$ cat src/rtl/kbc_pkg.sv
package kbc_pkg;

  localparam int unsigned KBC_DW = 8;
  typedef logic [KBC_DW-1:0] kbc_byte_t;

  // status bit positions decoded by host software
  localparam int unsigned ST_OBF = 0;
  localparam int unsigned ST_IBF = 1;
  localparam int unsigned ST_CD  = 3;
  localparam int unsigned ST_AUX = 5;

  // bits the embedded side may not write
  localparam kbc_byte_t ST_HW_MASK =
    kbc_byte_t'((1 << ST_OBF) | (1 << ST_IBF) | (1 << ST_CD));

  typedef struct packed {
    logic wr_data;
    logic wr_cmd;
    logic rd_data;
    logic rd_stat;
  } host_ev_t;

  typedef struct packed {
    logic wr_kbd;
    logic wr_aux;
    logic wr_stat;
    logic wr_ctrl;
    logic rd_in;
    logic rd_stat;
    logic rd_ctrl;
  } ec_ev_t;

  // merge an embedded status write with the protected hardware bits
  function automatic kbc_byte_t stat_ec_merge(kbc_byte_t cur, kbc_byte_t wd);
    return (cur & ST_HW_MASK) | (wd & ~ST_HW_MASK);
  endfunction

  // control register image as seen on a read
  function automatic kbc_byte_t ctrl_image(logic en);
    return {{(KBC_DW-1){1'b0}}, en};
  endfunction

endpackage

$ cat src/rtl/kbc_host_dec.sv
module kbc_host_dec
  import kbc_pkg::*;
#(
  parameter int unsigned HAW       = 8,
  parameter logic [HAW-1:0] DATA_PORT = 8'h60,
  parameter logic [HAW-1:0] CMD_PORT  = 8'h64
) (
  input  logic           h_wr,
  input  logic           h_rd,
  input  logic [HAW-1:0] h_addr,
  output host_ev_t       ev
);

  logic hit_data;
  logic hit_cmd;

  assign hit_data = (h_addr == DATA_PORT);
  assign hit_cmd  = (h_addr == CMD_PORT);

  always_comb begin
    ev.wr_data = h_wr & hit_data;
    ev.wr_cmd  = h_wr & hit_cmd;
    ev.rd_data = h_rd & hit_data;
    ev.rd_stat = h_rd & hit_cmd;
  end

endmodule

$ cat src/rtl/kbc_ec_dec.sv
module kbc_ec_dec
  import kbc_pkg::*;
#(
  parameter int unsigned    EAW    = 16,
  parameter logic [EAW-1:0] A_KBD  = 16'h7FF1,
  parameter logic [EAW-1:0] A_STAT = 16'h7FF2,
  parameter logic [EAW-1:0] A_CTRL = 16'h7FF3,
  parameter logic [EAW-1:0] A_AUX  = 16'h7FFA
) (
  input  logic           e_wr,
  input  logic           e_rd,
  input  logic [EAW-1:0] e_addr,
  output ec_ev_t         ev
);

  logic hit_kbd, hit_aux, hit_stat, hit_ctrl;

  assign hit_kbd  = (e_addr == A_KBD);
  assign hit_aux  = (e_addr == A_AUX);
  assign hit_stat = (e_addr == A_STAT);
  assign hit_ctrl = (e_addr == A_CTRL);

  always_comb begin
    ev.wr_kbd  = e_wr & hit_kbd;
    ev.wr_aux  = e_wr & hit_aux;
    ev.wr_stat = e_wr & hit_stat;
    ev.wr_ctrl = e_wr & hit_ctrl;
    ev.rd_in   = e_rd & hit_kbd;
    ev.rd_stat = e_rd & hit_stat;
    ev.rd_ctrl = e_rd & hit_ctrl;
  end

endmodule

$ cat src/rtl/kbc_flags.sv
module kbc_flags
  import kbc_pkg::*;
(
  input  logic      clk,
  input  logic      rst_n,
  // host events
  input  logic      h_wr_data,
  input  logic      h_wr_cmd,
  input  logic      h_rd_data,
  input  logic      h_rd_stat,
  // embedded events
  input  logic      e_wr_kbd,
  input  logic      e_wr_aux,
  input  logic      e_wr_stat,
  input  logic      e_wr_ctrl,
  input  logic      e_rd_in,
  input  kbc_byte_t e_wdata,
  output kbc_byte_t stat_q,
  output logic      kbd_en,
  output logic      kbd_irq,
  output logic      aux_irq
);

  // named internal events, used by the assertions below
  logic host_wr_any;
  logic obf_set_ev;
  logic obf_clr_ev;
  logic ibf_clr_ev;

  assign host_wr_any = h_wr_data | h_wr_cmd;
  assign obf_set_ev  = e_wr_kbd | e_wr_aux;
  assign obf_clr_ev  = h_rd_data;
  assign ibf_clr_ev  = e_rd_in;

  kbc_byte_t stat_nxt;
  logic      kpend_q, kpend_nxt;
  logic      apend_q, apend_nxt;
  logic      en_q;

  always_comb begin
    stat_nxt  = stat_q;
    kpend_nxt = kpend_q;
    apend_nxt = apend_q;
    // embedded side first
    if (e_wr_stat) stat_nxt = stat_ec_merge(stat_q, e_wdata);
    if (e_wr_kbd) begin
      stat_nxt[ST_OBF] = 1'b1;
      stat_nxt[ST_AUX] = 1'b0;
      kpend_nxt        = en_q;
      apend_nxt        = 1'b0;
    end
    if (e_wr_aux) begin
      stat_nxt[ST_OBF] = 1'b1;
      stat_nxt[ST_AUX] = 1'b1;
      apend_nxt        = 1'b1;
      kpend_nxt        = 1'b0;
    end
    if (ibf_clr_ev) stat_nxt[ST_IBF] = 1'b0;
    // host side last, so it wins
    if (host_wr_any) begin
      stat_nxt[ST_IBF] = 1'b1;
      stat_nxt[ST_CD]  = h_wr_cmd;
    end
    if (obf_clr_ev) begin
      stat_nxt[ST_OBF] = 1'b0;
      kpend_nxt        = 1'b0;
      apend_nxt        = 1'b0;
    end
  end

  always_ff @(posedge clk or negedge rst_n) begin
    if (!rst_n) begin
      stat_q  <= '0;
      kpend_q <= 1'b0;
      apend_q <= 1'b0;
      en_q    <= 1'b0;
    end else begin
      stat_q  <= stat_nxt;
      kpend_q <= kpend_nxt;
      apend_q <= apend_nxt;
      if (e_wr_ctrl) en_q <= e_wdata[0];
    end
  end

  assign kbd_en  = en_q;
  assign kbd_irq = kpend_q & en_q;
  assign aux_irq = apend_q;

  assert_obf_set_R1: assert property (@(posedge clk) disable iff (!rst_n)
    e_wr_kbd && !obf_clr_ev |=> stat_q[ST_OBF] && !stat_q[ST_AUX]);

  assert_kirq_set_R1: assert property (@(posedge clk) disable iff (!rst_n)
    e_wr_kbd && kbd_en && !obf_clr_ev |=> kbd_irq);

  assert_aux_set_R2: assert property (@(posedge clk) disable iff (!rst_n)
    e_wr_aux && !obf_clr_ev |=> aux_irq && stat_q[ST_OBF] && stat_q[ST_AUX]);

  assert_cmd_flag_R3: assert property (@(posedge clk) disable iff (!rst_n)
    h_wr_cmd |=> stat_q[ST_IBF] && stat_q[ST_CD]);

  assert_data_flag_R3: assert property (@(posedge clk) disable iff (!rst_n)
    h_wr_data |=> stat_q[ST_IBF] && !stat_q[ST_CD]);

  assert_ibf_clr_R4: assert property (@(posedge clk) disable iff (!rst_n)
    ibf_clr_ev && !host_wr_any |=> !stat_q[ST_IBF]);

  assert_drain_R5: assert property (@(posedge clk) disable iff (!rst_n)
    obf_clr_ev |=> !stat_q[ST_OBF] && !kbd_irq && !aux_irq);

  assert_stat_quiet_R6: assert property (@(posedge clk) disable iff (!rst_n)
    h_rd_stat && !host_wr_any && !obf_clr_ev && !obf_set_ev && !e_wr_stat
    && !ibf_clr_ev |=> $stable(stat_q));

  assert_protect_R7: assert property (@(posedge clk) disable iff (!rst_n)
    e_wr_stat && !host_wr_any && !obf_clr_ev
    |=> ((stat_q & ST_HW_MASK) == ($past(stat_q) & ST_HW_MASK))
     && ((stat_q & ~ST_HW_MASK) == ($past(e_wdata) & ~ST_HW_MASK)));

  assert_gate_R8: assert property (@(posedge clk) disable iff (!rst_n)
    !kbd_en |-> !kbd_irq);

  assert_single_irq_R9: assert property (@(posedge clk) disable iff (!rst_n)
    $onehot0({kbd_irq, aux_irq}));

  assert_ibf_prio_R10: assert property (@(posedge clk) disable iff (!rst_n)
    host_wr_any && ibf_clr_ev |=> stat_q[ST_IBF]);

  assert_obf_prio_R10: assert property (@(posedge clk) disable iff (!rst_n)
    obf_clr_ev && obf_set_ev |=> !stat_q[ST_OBF] && !kbd_irq && !aux_irq);

endmodule

$ cat src/rtl/kbc_mailbox.sv
module kbc_mailbox
  import kbc_pkg::*;
#(
  parameter int unsigned    HAW       = 8,
  parameter int unsigned    EAW       = 16,
  parameter logic [HAW-1:0] DATA_PORT = 8'h60,
  parameter logic [HAW-1:0] CMD_PORT  = 8'h64,
  parameter logic [EAW-1:0] A_KBD     = 16'h7FF1,
  parameter logic [EAW-1:0] A_STAT    = 16'h7FF2,
  parameter logic [EAW-1:0] A_CTRL    = 16'h7FF3,
  parameter logic [EAW-1:0] A_AUX     = 16'h7FFA
) (
  input  logic           clk,
  input  logic           rst_n,
  input  logic           h_wr,
  input  logic           h_rd,
  input  logic [HAW-1:0] h_addr,
  input  logic [7:0]     h_wdata,
  output logic [7:0]     h_rdata,
  input  logic           e_wr,
  input  logic           e_rd,
  input  logic [EAW-1:0] e_addr,
  input  logic [7:0]     e_wdata,
  output logic [7:0]     e_rdata,
  output logic           kbd_irq,
  output logic           aux_irq
);

  host_ev_t  hev;
  ec_ev_t    eev;
  kbc_byte_t stat_q;
  kbc_byte_t obuf_q;
  kbc_byte_t ibuf_q;
  logic      kbd_en;
  logic      host_load;
  logic      ec_load;

  kbc_host_dec #(
    .HAW(HAW), .DATA_PORT(DATA_PORT), .CMD_PORT(CMD_PORT)
  ) u_hdec (
    .h_wr(h_wr), .h_rd(h_rd), .h_addr(h_addr), .ev(hev)
  );

  kbc_ec_dec #(
    .EAW(EAW), .A_KBD(A_KBD), .A_STAT(A_STAT), .A_CTRL(A_CTRL), .A_AUX(A_AUX)
  ) u_edec (
    .e_wr(e_wr), .e_rd(e_rd), .e_addr(e_addr), .ev(eev)
  );

  kbc_flags u_flags (
    .clk       (clk),
    .rst_n     (rst_n),
    .h_wr_data (hev.wr_data),
    .h_wr_cmd  (hev.wr_cmd),
    .h_rd_data (hev.rd_data),
    .h_rd_stat (hev.rd_stat),
    .e_wr_kbd  (eev.wr_kbd),
    .e_wr_aux  (eev.wr_aux),
    .e_wr_stat (eev.wr_stat),
    .e_wr_ctrl (eev.wr_ctrl),
    .e_rd_in   (eev.rd_in),
    .e_wdata   (e_wdata),
    .stat_q    (stat_q),
    .kbd_en    (kbd_en),
    .kbd_irq   (kbd_irq),
    .aux_irq   (aux_irq)
  );

  assign host_load = hev.wr_data | hev.wr_cmd;
  assign ec_load   = eev.wr_kbd | eev.wr_aux;

  // shared byte buffers
  always_ff @(posedge clk or negedge rst_n) begin
    if (!rst_n) begin
      obuf_q <= '0;
      ibuf_q <= '0;
    end else begin
      if (ec_load)   obuf_q <= e_wdata;
      if (host_load) ibuf_q <= h_wdata;
    end
  end

  // read multiplexers, combinational within the strobe cycle
  always_comb begin
    h_rdata = '0;
    if (hev.rd_data)      h_rdata = obuf_q;
    else if (hev.rd_stat) h_rdata = stat_q;
  end

  always_comb begin
    e_rdata = '0;
    if (eev.rd_in)        e_rdata = ibuf_q;
    else if (eev.rd_stat) e_rdata = stat_q;
    else if (eev.rd_ctrl) e_rdata = ctrl_image(kbd_en);
  end

  assert_obuf_load_R2: assert property (@(posedge clk) disable iff (!rst_n)
    ec_load |=> obuf_q == $past(e_wdata));

  assert_ibuf_load_R3: assert property (@(posedge clk) disable iff (!rst_n)
    host_load |=> ibuf_q == $past(h_wdata));

  assert_drain_data_R5: assert property (@(posedge clk) disable iff (!rst_n)
    hev.rd_data |-> h_rdata == obuf_q);

  assert_same_status_R7: assert property (@(posedge clk) disable iff (!rst_n)
    eev.rd_stat && hev.rd_stat |-> e_rdata == h_rdata);

endmodule

$ cat config.mk
export PLATFORM = sky130hd
export DESIGN_NAME = kbc_mailbox
export DESIGN_NICKNAME = d
export VERILOG_FILES = /design/src/rtl/kbc_pkg.sv /design/src/rtl/kbc_host_dec.sv /design/src/rtl/kbc_ec_dec.sv /design/src/rtl/kbc_flags.sv /design/src/rtl/kbc_mailbox.sv
export SDC_FILE = /design/constraint.sdc
export NUM_CORES = 1
export LEC_CHECK = 0
export BUFFER_PORTS_ARGS = -buffer_cell sky130_fd_sc_hd__buf_2
export CAP_MARGIN = 20
export CORE_ASPECT_RATIO = 1.5
export CORE_MARGIN = 5
export CORE_UTILIZATION = 31
export DETAILED_ROUTE_END_ITERATION = 6
export PLACE_DENSITY = 0.68
export SETUP_SLACK_MARGIN = 0.4
export SLEW_MARGIN = 20
export SYNTH_ARGS = -nofsm -noshare
export SYNTH_HDL_FRONTEND = slang
export SYNTH_HIERARCHICAL = 1
export SYNTH_SLANG_ARGS = --single-unit
$ cat constraint.sdc
create_clock -name clk -period 1.75 [get_ports clk]
set_input_delay 0.175 -clock clk [delete_from_list [all_inputs] [get_ports clk]]
set_output_delay 0.175 -clock clk [all_outputs]
set_load 0.005 [all_outputs]
### After elaboration in Yosys (flattened, before gate mapping)

Index checks and enable logic that the tools add are counted.

| word-level totals | value |
|---|---|
| register bits after elaboration | 27 |
| output and inout port bits | 18 |

| cells by class | value |
|---|---|
| equality and inequality tests | 6 |
| mux-type cells | 20 |
| bitwise gates (word level) | 15 |
| reduce and logical (&&, ||, !) cells | 5 |

Operators by type and width:

| operator | number |
|---|---|
| equality test 16 x 15 -> 1 bit (second input constant) | 4 |
| two-way mux 8 bit | 4 |
| equality test 8 x 7 -> 1 bit (second input constant) | 2 |
| two-way mux 1 bit | 15 |
| AND 1 bit | 12 |
| nonzero test 3 bit | 3 |
| bitwise OR 4 x 8 -> 8 bit | 1 |
| two-way mux 6 bit | 1 |
| nonzero test 4 bit | 1 |
| bitwise OR 1 bit | 2 |
| nonzero test 2 bit | 1 |

### Logic depth before layout (Yosys ltp)

Gate-level depths: netlist of run 1.

| logic depth | value |
|---|---|
| depth after elaboration | 6 |
| mapped depth | 6 |
| depth with buffers taken out | 5 |

### Modules after synthesis

Netlist of run 1, hierarchy kept.

By module, submodules not included:

| module | instances | cells an instance | area an instance (um^2) | seq. area each (um^2) |
|---|---|---|---|---|
| kbc_mailbox | 1 | 75 | 814.5 | 400.4 |
| kbc_flags | 1 | 31 | 415.4 | 275.3 |
| kbc_ec_dec | 1 | 19 | 116.4 | 0.0 |
| kbc_host_dec | 1 | 9 | 68.8 | 0.0 |

### Worst setup path after synthesis of run 1

No wires, ideal clock.

| timing path | value |
|---|---|
| path kind | input port to flip-flop |
| start point | input h_addr[1] |
| end point | register ibuf_q[0] |
| setup time | 0.125 ns |
| arrival time | 1.667 ns |
| data required time | 1.625 ns |
| path slack | -0.042 ns |
| cell stages on the path | 4 |
| path buffers | 0 |
| cells stage by stage | or4b_4 -> nor4_1 -> nor2_4 -> mux2_2 |

RTL lines:

| what | line | RTL |
|---|---|---|
| from (decl) | kbc_mailbox.sv:17 | `input logic [HAW-1:0] h_addr,` |
| to (signal assigned) | kbc_mailbox.sv:79 | `if (host_load) ibuf_q <= h_wdata;` |
| to (decl) | kbc_mailbox.sv:33 | `kbc_byte_t ibuf_q;` |

==> results of run 1 <==
==> state kept, by name (all words and copies together) (netlist names) <==
signal / count
u_flags/aux_irq: 1
u_flags/kbd_en: 1
obuf_q: 8
u_flags/kpend_q: 1
u_flags/stat_q: 8
ibuf_q: 8
==> power by group through the flow <==
stage	clock, mW	sequential (mW)	combinational, mW
floorplan	0	0.662	0.0360
global route	0.375	0.656	0.152
detailed placement	0	0.665	0.108
CTS	0.358	0.652	0.121
global placement	0	0.664	0.104
finish	0.346	0.654	0.139
==> cell type report <==
| type | instances | area, sq um |
|---|---|---|
| Fill cell | 410 | 2190 |
| Multi-Input combinational cell | 100 | 937 |
| Sequential cell | 27 | 676 |
| Timing Repair Buffer | 85 | 542 |
| Tap cell | 48 | 60.1 |
| Clock buffer | 4 | 45.0 |
| Inverter | 4 | 15.0 |
==> worst max path at each step <==
stage | slack [ns] | endpoint | depth (start not counted) | from
3_3_place_gp | -0.16 | h_rdata[0] | 6 | h_addr[1]
2_1_floorplan | 0.05 | h_rdata[0] | 4 | h_addr[1]
3_5_place_dp | -0.18 | h_rdata[0] | 6 | h_addr[1]
6_report | 0.02 | h_rdata[2] | 6 | h_addr[1]
5_1_grt | -0.03 | e_rdata[0] | 8 | e_addr[15]
4_1_cts | 0.02 | h_rdata[0] | 6 | h_addr[1]
==> timing repair <==
item                                   CTS  global route
setup endpoints to repair               26            40
endpoints found under the hold margin   27             0
gates resized for setup                 23            47
setup buffers                            3             4
hold buffers                             1             0
cloned                                   1             1
pin swaps                                8            13
==> layout by cell type, fill, tap and decap left out, drive strengths merged <==
master,n
nand3b,2
nor3,4
and4b,1
mux2,21
nand2b,4
and2,1
buf,84
and2b,1
nor4b,1
nor4bb,1
and4,2
a22o,6
nor2,8
or4b,1
dfrtp,27
nand2,21
or3b,1
mux2i,2
inv,4
o21ai,11
clkbuf,4
nor4,5
dlygate4sd3,1
a21oi,3
nor2b,1
a21o,1
nand3,2
==> per-layer routing <==
| layer | global-route usage, % | up-vias | part of all wire (%) |
|---|---|---|---|
| li1 | - | 659 | - |
| met1 | 14.9 | 652 | 38 |
| met2 | 25.0 | 42 | 56 |
| met3 | 1.46 | 6 | 4.7 |
| met4 | 4.50 | 0 | 1.6 |
| met5 | 0 | - | 0 |
==> kinds of logic after synthesis <==
logic type / synth area share, %
compound gates: 9.20
flops: 47.7
mux: 18.1
buf+inv: 2.12
simple gates: 22.8
==> through the flow <==
stage               instances  util, %  TNS, ns
finish                    268     50.9        0
global route              268     50.9   -0.124
CTS                       263     46.6        0
detailed placement        254     43.2    -1.86
global placement          254     43.2    -1.53
floorplan                 134        -        0
==> flow_metrics.py, run 1 <==
metrics = {
    "power": {
        "p_sw_uw": 253,
        "internal-power_uw": 886,
        "power_frac_comb_pct": 12.2,
        "switching_share_pct": 22.2,
        "power_frac_seq_pct": 57.4,
        "ir_worst_vdd_uv": 230,
        "finalPower_mw": 1.14,
        "clkPwrFrac_pct": 30.4,
        "leakagePower_nw": 1.19,
        "power.density_nw_per_um2": 500,
    },
    "global_routing": {
        "grt_pass1_vias": 1383,
        "grtUsageTotal_pct": 13.2,
        "overflow": 0,
        "grt_max_degree": 28,
        "antenna_found_initial": 0,
        "grt_pass1_wl_um": 6400,
    },
    "setup_path": {
        "r2r_start": "u_flags/stat_q[4]",
        "critical_path_class": "in2out",
        "rr_worst_depth": 1,
        "r2r_slack_ns": 0.94,
        "start_kind": "input port",
        "worst_ep_required_time_ns": 1.57,
        "reg2reg_to": "u_flags/stat_q[4]",
        "path_delay_family": "simple AND/OR/NAND/NOR gates",
        "path_buf_inv": 2,
        "arrival_ns": 1.56,
        "slowest_delay_ns": 0.58,
        "path_max_fanout": 6,
        "crit_path_end_kind": "output pin",
        "crit_slowest_cell": "or4b_4",
        "path_cells": "buf_6 -> or4b_4 -> nor4_4 -> and2b_4 -> a22o_1 -> buf_2",
    },
    "floorplan": {
        "dieWidth_um": 65.2,
        "start_util_pct": 31.7,
        "io_pins": 64,
        "core-area_sq_um": 4470,
        "die_h_um": 92.8,
        "die_area_sq_um": 6040,
        "num_rows": 30,
    },
    "min_path": {
        "hold_start": "h_wdata[0]",
        "hold_path_depth": 2,
        "min_path_type": "in2reg",
        "hold_path_end": "ibuf_q[0]",
    },
    "placed_design": {
        "dpl_cell_area_sq_um": 1930,
        "portBuffers": 63,
        "gp_congestion": 0.796,
        "place_hpwl_um": 3000,
        "pre_cts_ws_ns": -0.182,
    },
    "clocking": {
        "numCtsBuffers": 3,
        "cts_tree": "yes",
        "clock_path_buffers": 2,
        "cts-htree-levels": 1,
        "cts_root_buffer": "clkbuf_8",
        "clk_latency_ns": 0.26,
        "clk_pin_slew_ns": 0.09,
        "cts_sinks": 27,
    },
    "yosys": {
        "synthMostInstantiatedCell": "dfrtp_1",
        "synth_cells": 134,
        "yosysWarnings": 6,
        "syn_avg_cell_area_sq_um": 10.6,
        "synth_nets": 180,
        "async_reset_ff_share_pct": 100,
        "synthDistinctLibCells": 28,
        "synth_edf_count": 0,
        "synthTopCellsByArea": "dfrtp_1 48%, mux2_2 17%, nand2_1 5.6%",
        "ys.flop_type": "dfrtp_1",
        "netlist.area_leader.share_pct": 47.7,
        "ys_ff_latch": 27,
        "ys_seq_area_share_pct": 47.7,
        "synth_largest_area_cell": "dfrtp_1",
        "syn-cell-area_sq_um": 1420,
        "synth_commonest_cells": "27 x dfrtp_1, 21 x mux2_2, 21 x nand2_1, 10 x o21ai_0",
    },
    "sta": {
        "fin_crit_sh_pct": 99.0,
        "hold_viol": 0,
        "maxSlewHeadroom_pct": 58.6,
        "drv_slew": 0,
        "worst_slew_pin_slew_ns": 0.621,
        "rsz0062_at_grt": "true",
        "fmax_mhz": 577,
        "fin_crit_ns": 1.73,
        "setup_viol": 0,
        "hold_slack_ns": 0.135,
        "finalWorstSetupSlack_ns": 0.0169,
        "skew_ns": 0.00000303,
    },
    "routing": {
        "routed_wl_um": 4130,
        "vias_per_cell": 5.07,
        "vias": 1359,
        "drt_pre_antenna_iters": 4,
        "drt-initial-drc-count": 11,
        "wl_per_cell_um": 15.4,
        "postRouteAntennaNets": 0,
        "drt_drc_violations_left": 0,
    },
    "status": {
        "run_status": "finished clean",
    },
    "layout": {
        "layout-drive-gt1-share_pct": 63.6,
        "stdcell_area_sq_um": 2270,
        "num-nets-final": 267,
        "n_antenna_cell": 0,
        "area_growth_syn_to_layout_pct": 60.7,
    },
    "run": {
        "drv_cap": 0,
    },
}
No activity file was read; power rests on OpenSTA's default activity.
==> inputs of run 2 (changes only) <==
--- a/config.mk
+++ b/config.mk
@@ -11,7 +11,7 @@
 export CORE_MARGIN = 5
 export CORE_UTILIZATION = 31
 export DETAILED_ROUTE_END_ITERATION = 6
-export PLACE_DENSITY = 0.68
+export PLACE_DENSITY = 0.66
 export SETUP_SLACK_MARGIN = 0.4
 export SLEW_MARGIN = 20
 export SYNTH_ARGS = -nofsm -noshare
==> constraint.sdc (replaced) <==
create_clock -name clk -period 1.9 [get_ports clk]
set_input_delay 0.19 -clock clk [delete_from_list [all_inputs] [get_ports clk]]
set_output_delay 0.19 -clock clk [all_outputs]
set_load 0.005 [all_outputs]
==> run 2 against run 1 <==
  * Combinational power down 19%
  * First-iteration DRC count rose to 2.9 times the previous value
  * Core utilization down 2.9 points
  * Critical path depth unchanged
  * Via count down 1.3%
  * Wire length down 3.8%
  * Clock skew about the same
  * Final cell count down 1.9%
  * Register-to-register slack better by 0.15 ns
==> flow_metrics.py, run 2 (synthesis results as in run 1) <==
metrics = {
    "global_routing": {
        "grt_pass1_vias": 1437,
        "grt_max_degree": 28,
        "grtUsageTotal_pct": 13.7,
        "overflow": 0,
        "grt_pass1_wl_um": 6480,
        "antenna_found_initial": 0,
    },
    "power": {
        "power.density_nw_per_um2": 481,
        "power_frac_comb_pct": 11.0,
        "p_sw_uw": 232,
        "clkPwrFrac_pct": 30.8,
        "ir_worst_vdd_uv": 318,
        "internal-power_uw": 801,
        "leakagePower_nw": 1.16,
        "power_frac_seq_pct": 58.2,
        "finalPower_mw": 1.03,
        "switching_share_pct": 22.5,
    },
    "min_path": {
        "hold_start": "e_wdata[3]",
        "min_path_type": "in2reg",
        "hold_path_end": "obuf_q[3]",
        "hold_path_depth": 2,
    },
    "sta": {
        "hold_viol": 0,
        "drv_slew": 0,
        "skew_ns": 0.000111,
        "setup_tns_ns": 0,
        "maxSlewHeadroom_pct": 59.6,
        "fmax_mhz": 561,
        "rsz0062_at_grt": "true",
        "finalWorstSetupSlack_ns": 0.117,
        "setup_viol": 0,
        "worst_slew_pin_slew_ns": 0.606,
        "fin_crit_ns": 1.78,
        "hold_slack_ns": 0.150,
        "fin_crit_sh_pct": 93.8,
    },
    "placed_design": {
        "pre_cts_ws_ns": -0.0657,
        "gp_congestion": 0.786,
        "place_hpwl_um": 2980,
        "dpl_cell_area_sq_um": 1900,
        "portBuffers": 63,
        "dpl.cell_count": 253,
    },
    "status": {
        "run_status": "finished clean",
    },
    "clocking": {
        "cts_sinks": 27,
        "clk_pin_slew_ns": 0.09,
        "clk_latency_ns": 0.27,
        "clock_path_buffers": 2,
        "numCtsBuffers": 3,
        "cts_root_buffer": "clkbuf_8",
        "cts_tree": "yes",
        "cts-htree-levels": 1,
    },
    "floorplan": {
        "start_util_pct": 31.7,
        "core-area_sq_um": 4470,
        "dieWidth_um": 65.2,
        "die_h_um": 92.8,
        "die_area_sq_um": 6040,
        "num_rows": 30,
        "io_pins": 64,
    },
    "setup_path": {
        "start_kind": "input port",
        "r2r_slack_ns": 1.09,
        "rr_worst_depth": 1,
        "worst_ep_required_time_ns": 1.71,
        "crit_slowest_cell": "or4b_4",
        "path_max_fanout": 6,
        "r2r_start": "u_flags/stat_q[2]",
        "arrival_ns": 1.59,
        "critical_path_class": "in2out",
        "path_cells": "buf_6 -> or4b_4 -> nor4_4 -> and2b_4 -> a22o_1 -> buf_2",
        "reg2reg_to": "u_flags/stat_q[2]",
        "slowest_delay_ns": 0.56,
        "crit_path_end_kind": "output pin",
    },
    "routing": {
        "vias": 1342,
        "routed_wl_um": 3970,
        "drt-initial-drc-count": 32,
        "drt_pre_antenna_iters": 2,
        "wl_per_cell_um": 15.1,
        "drt_drc_violations_left": 0,
        "vias_per_cell": 5.10,
        "postRouteAntennaNets": 0,
    },
    "layout": {
        "layout_commonest_cell": "buf_2",
        "largest_registers": "ibuf_q x8, obuf_q x8, u_flags/stat_q x8",
        "fin_util_pct": 48.1,
        "fillers": 453,
        "n_antenna_cell": 0,
        "layout-drive-gt1-share_pct": 61.9,
        "layout_common_cells": "60 x buf_2, 27 x dfrtp_1, 21 x mux2_2",
        "fin_cells": 263,
        "stdcell_area_sq_um": 2150,
        "area_growth_syn_to_layout_pct": 51.7,
        "num-nets-final": 262,
    },
    "run": {
        "drv_cap": 0,
    },
}
==> run 2: changes by cell type in the layout (fill, tap and decap cells not counted), sizes merged <==
cell | previous run | this run
buf | 84 | 79
clkbuf | 4 | 3
clkinv | 0 | 1
==> run 2: worst max path at each step <==
stage | start | end | cells after the start
final | h_addr[1] | h_rdata[4] | 6
after global placement | h_addr[1] | h_rdata[0] | 6
after global routing | h_addr[1] | h_rdata[4] | 6
after CTS | h_addr[1] | h_rdata[4] | 6
after detailed placement | h_addr[1] | h_rdata[0] | 6
after floorplan | h_addr[1] | h_rdata[0] | 4
==> run 2: power by group through the flow <==
stage	combinational [mW]	sequential (mW)	clock [mW]
floorplan	0.0326	0.609	0
global placement	0.0979	0.612	0
detailed placement	0.0999	0.613	0
CTS	0.110	0.601	0.336
global route	0.126	0.603	0.361
finish	0.113	0.601	0.318
==> run 2: what timing repair did <==
action | CTS | global route
hold buffers | 1 | 0
endpoints found under the setup margin | 24 | 24
cloned | 1 | 0
pin swaps | 15 | 11
endpoints found under the hold margin | 27 | 0
setup buffers | 1 | 3
gates resized for setup | 30 | 15
==> run 2: worst max-delay path: cells and delay by family <==
family | cells | cell delay (ns)
AO/OA/AOI/OAI | 1 | 0.21
buffers and inverters | 2 | 0.22
AND/OR/NAND/NOR | 3 | 0.97
==> run 2: layer usage <==
metal / GRT usage [%] / up-vias / wire length, um
met2: 26.3 / 40 / 2240
met5: 0 / - / 0
met3: 1.21 / 2 / 216
met4: 5.19 / 0 / 45
li1: - / 650 / -
met1: 15.0 / 650 / 1470
==> run 2: final cells by class <==
class / count / area (sq um) / area share (%)
Multi-Input combinational cell: 100 / 875 / 40.7
Sequential cell: 27 / 676 / 31.5
Tap cell: 48 / 60.1 / 2.80
Timing Repair Buffer: 80 / 475 / 22.1
Clock buffer: 3 / 41.3 / 1.92
Inverter: 4 / 15.0 / 0.699
Clock inverter: 1 / 5.00 / 0.233
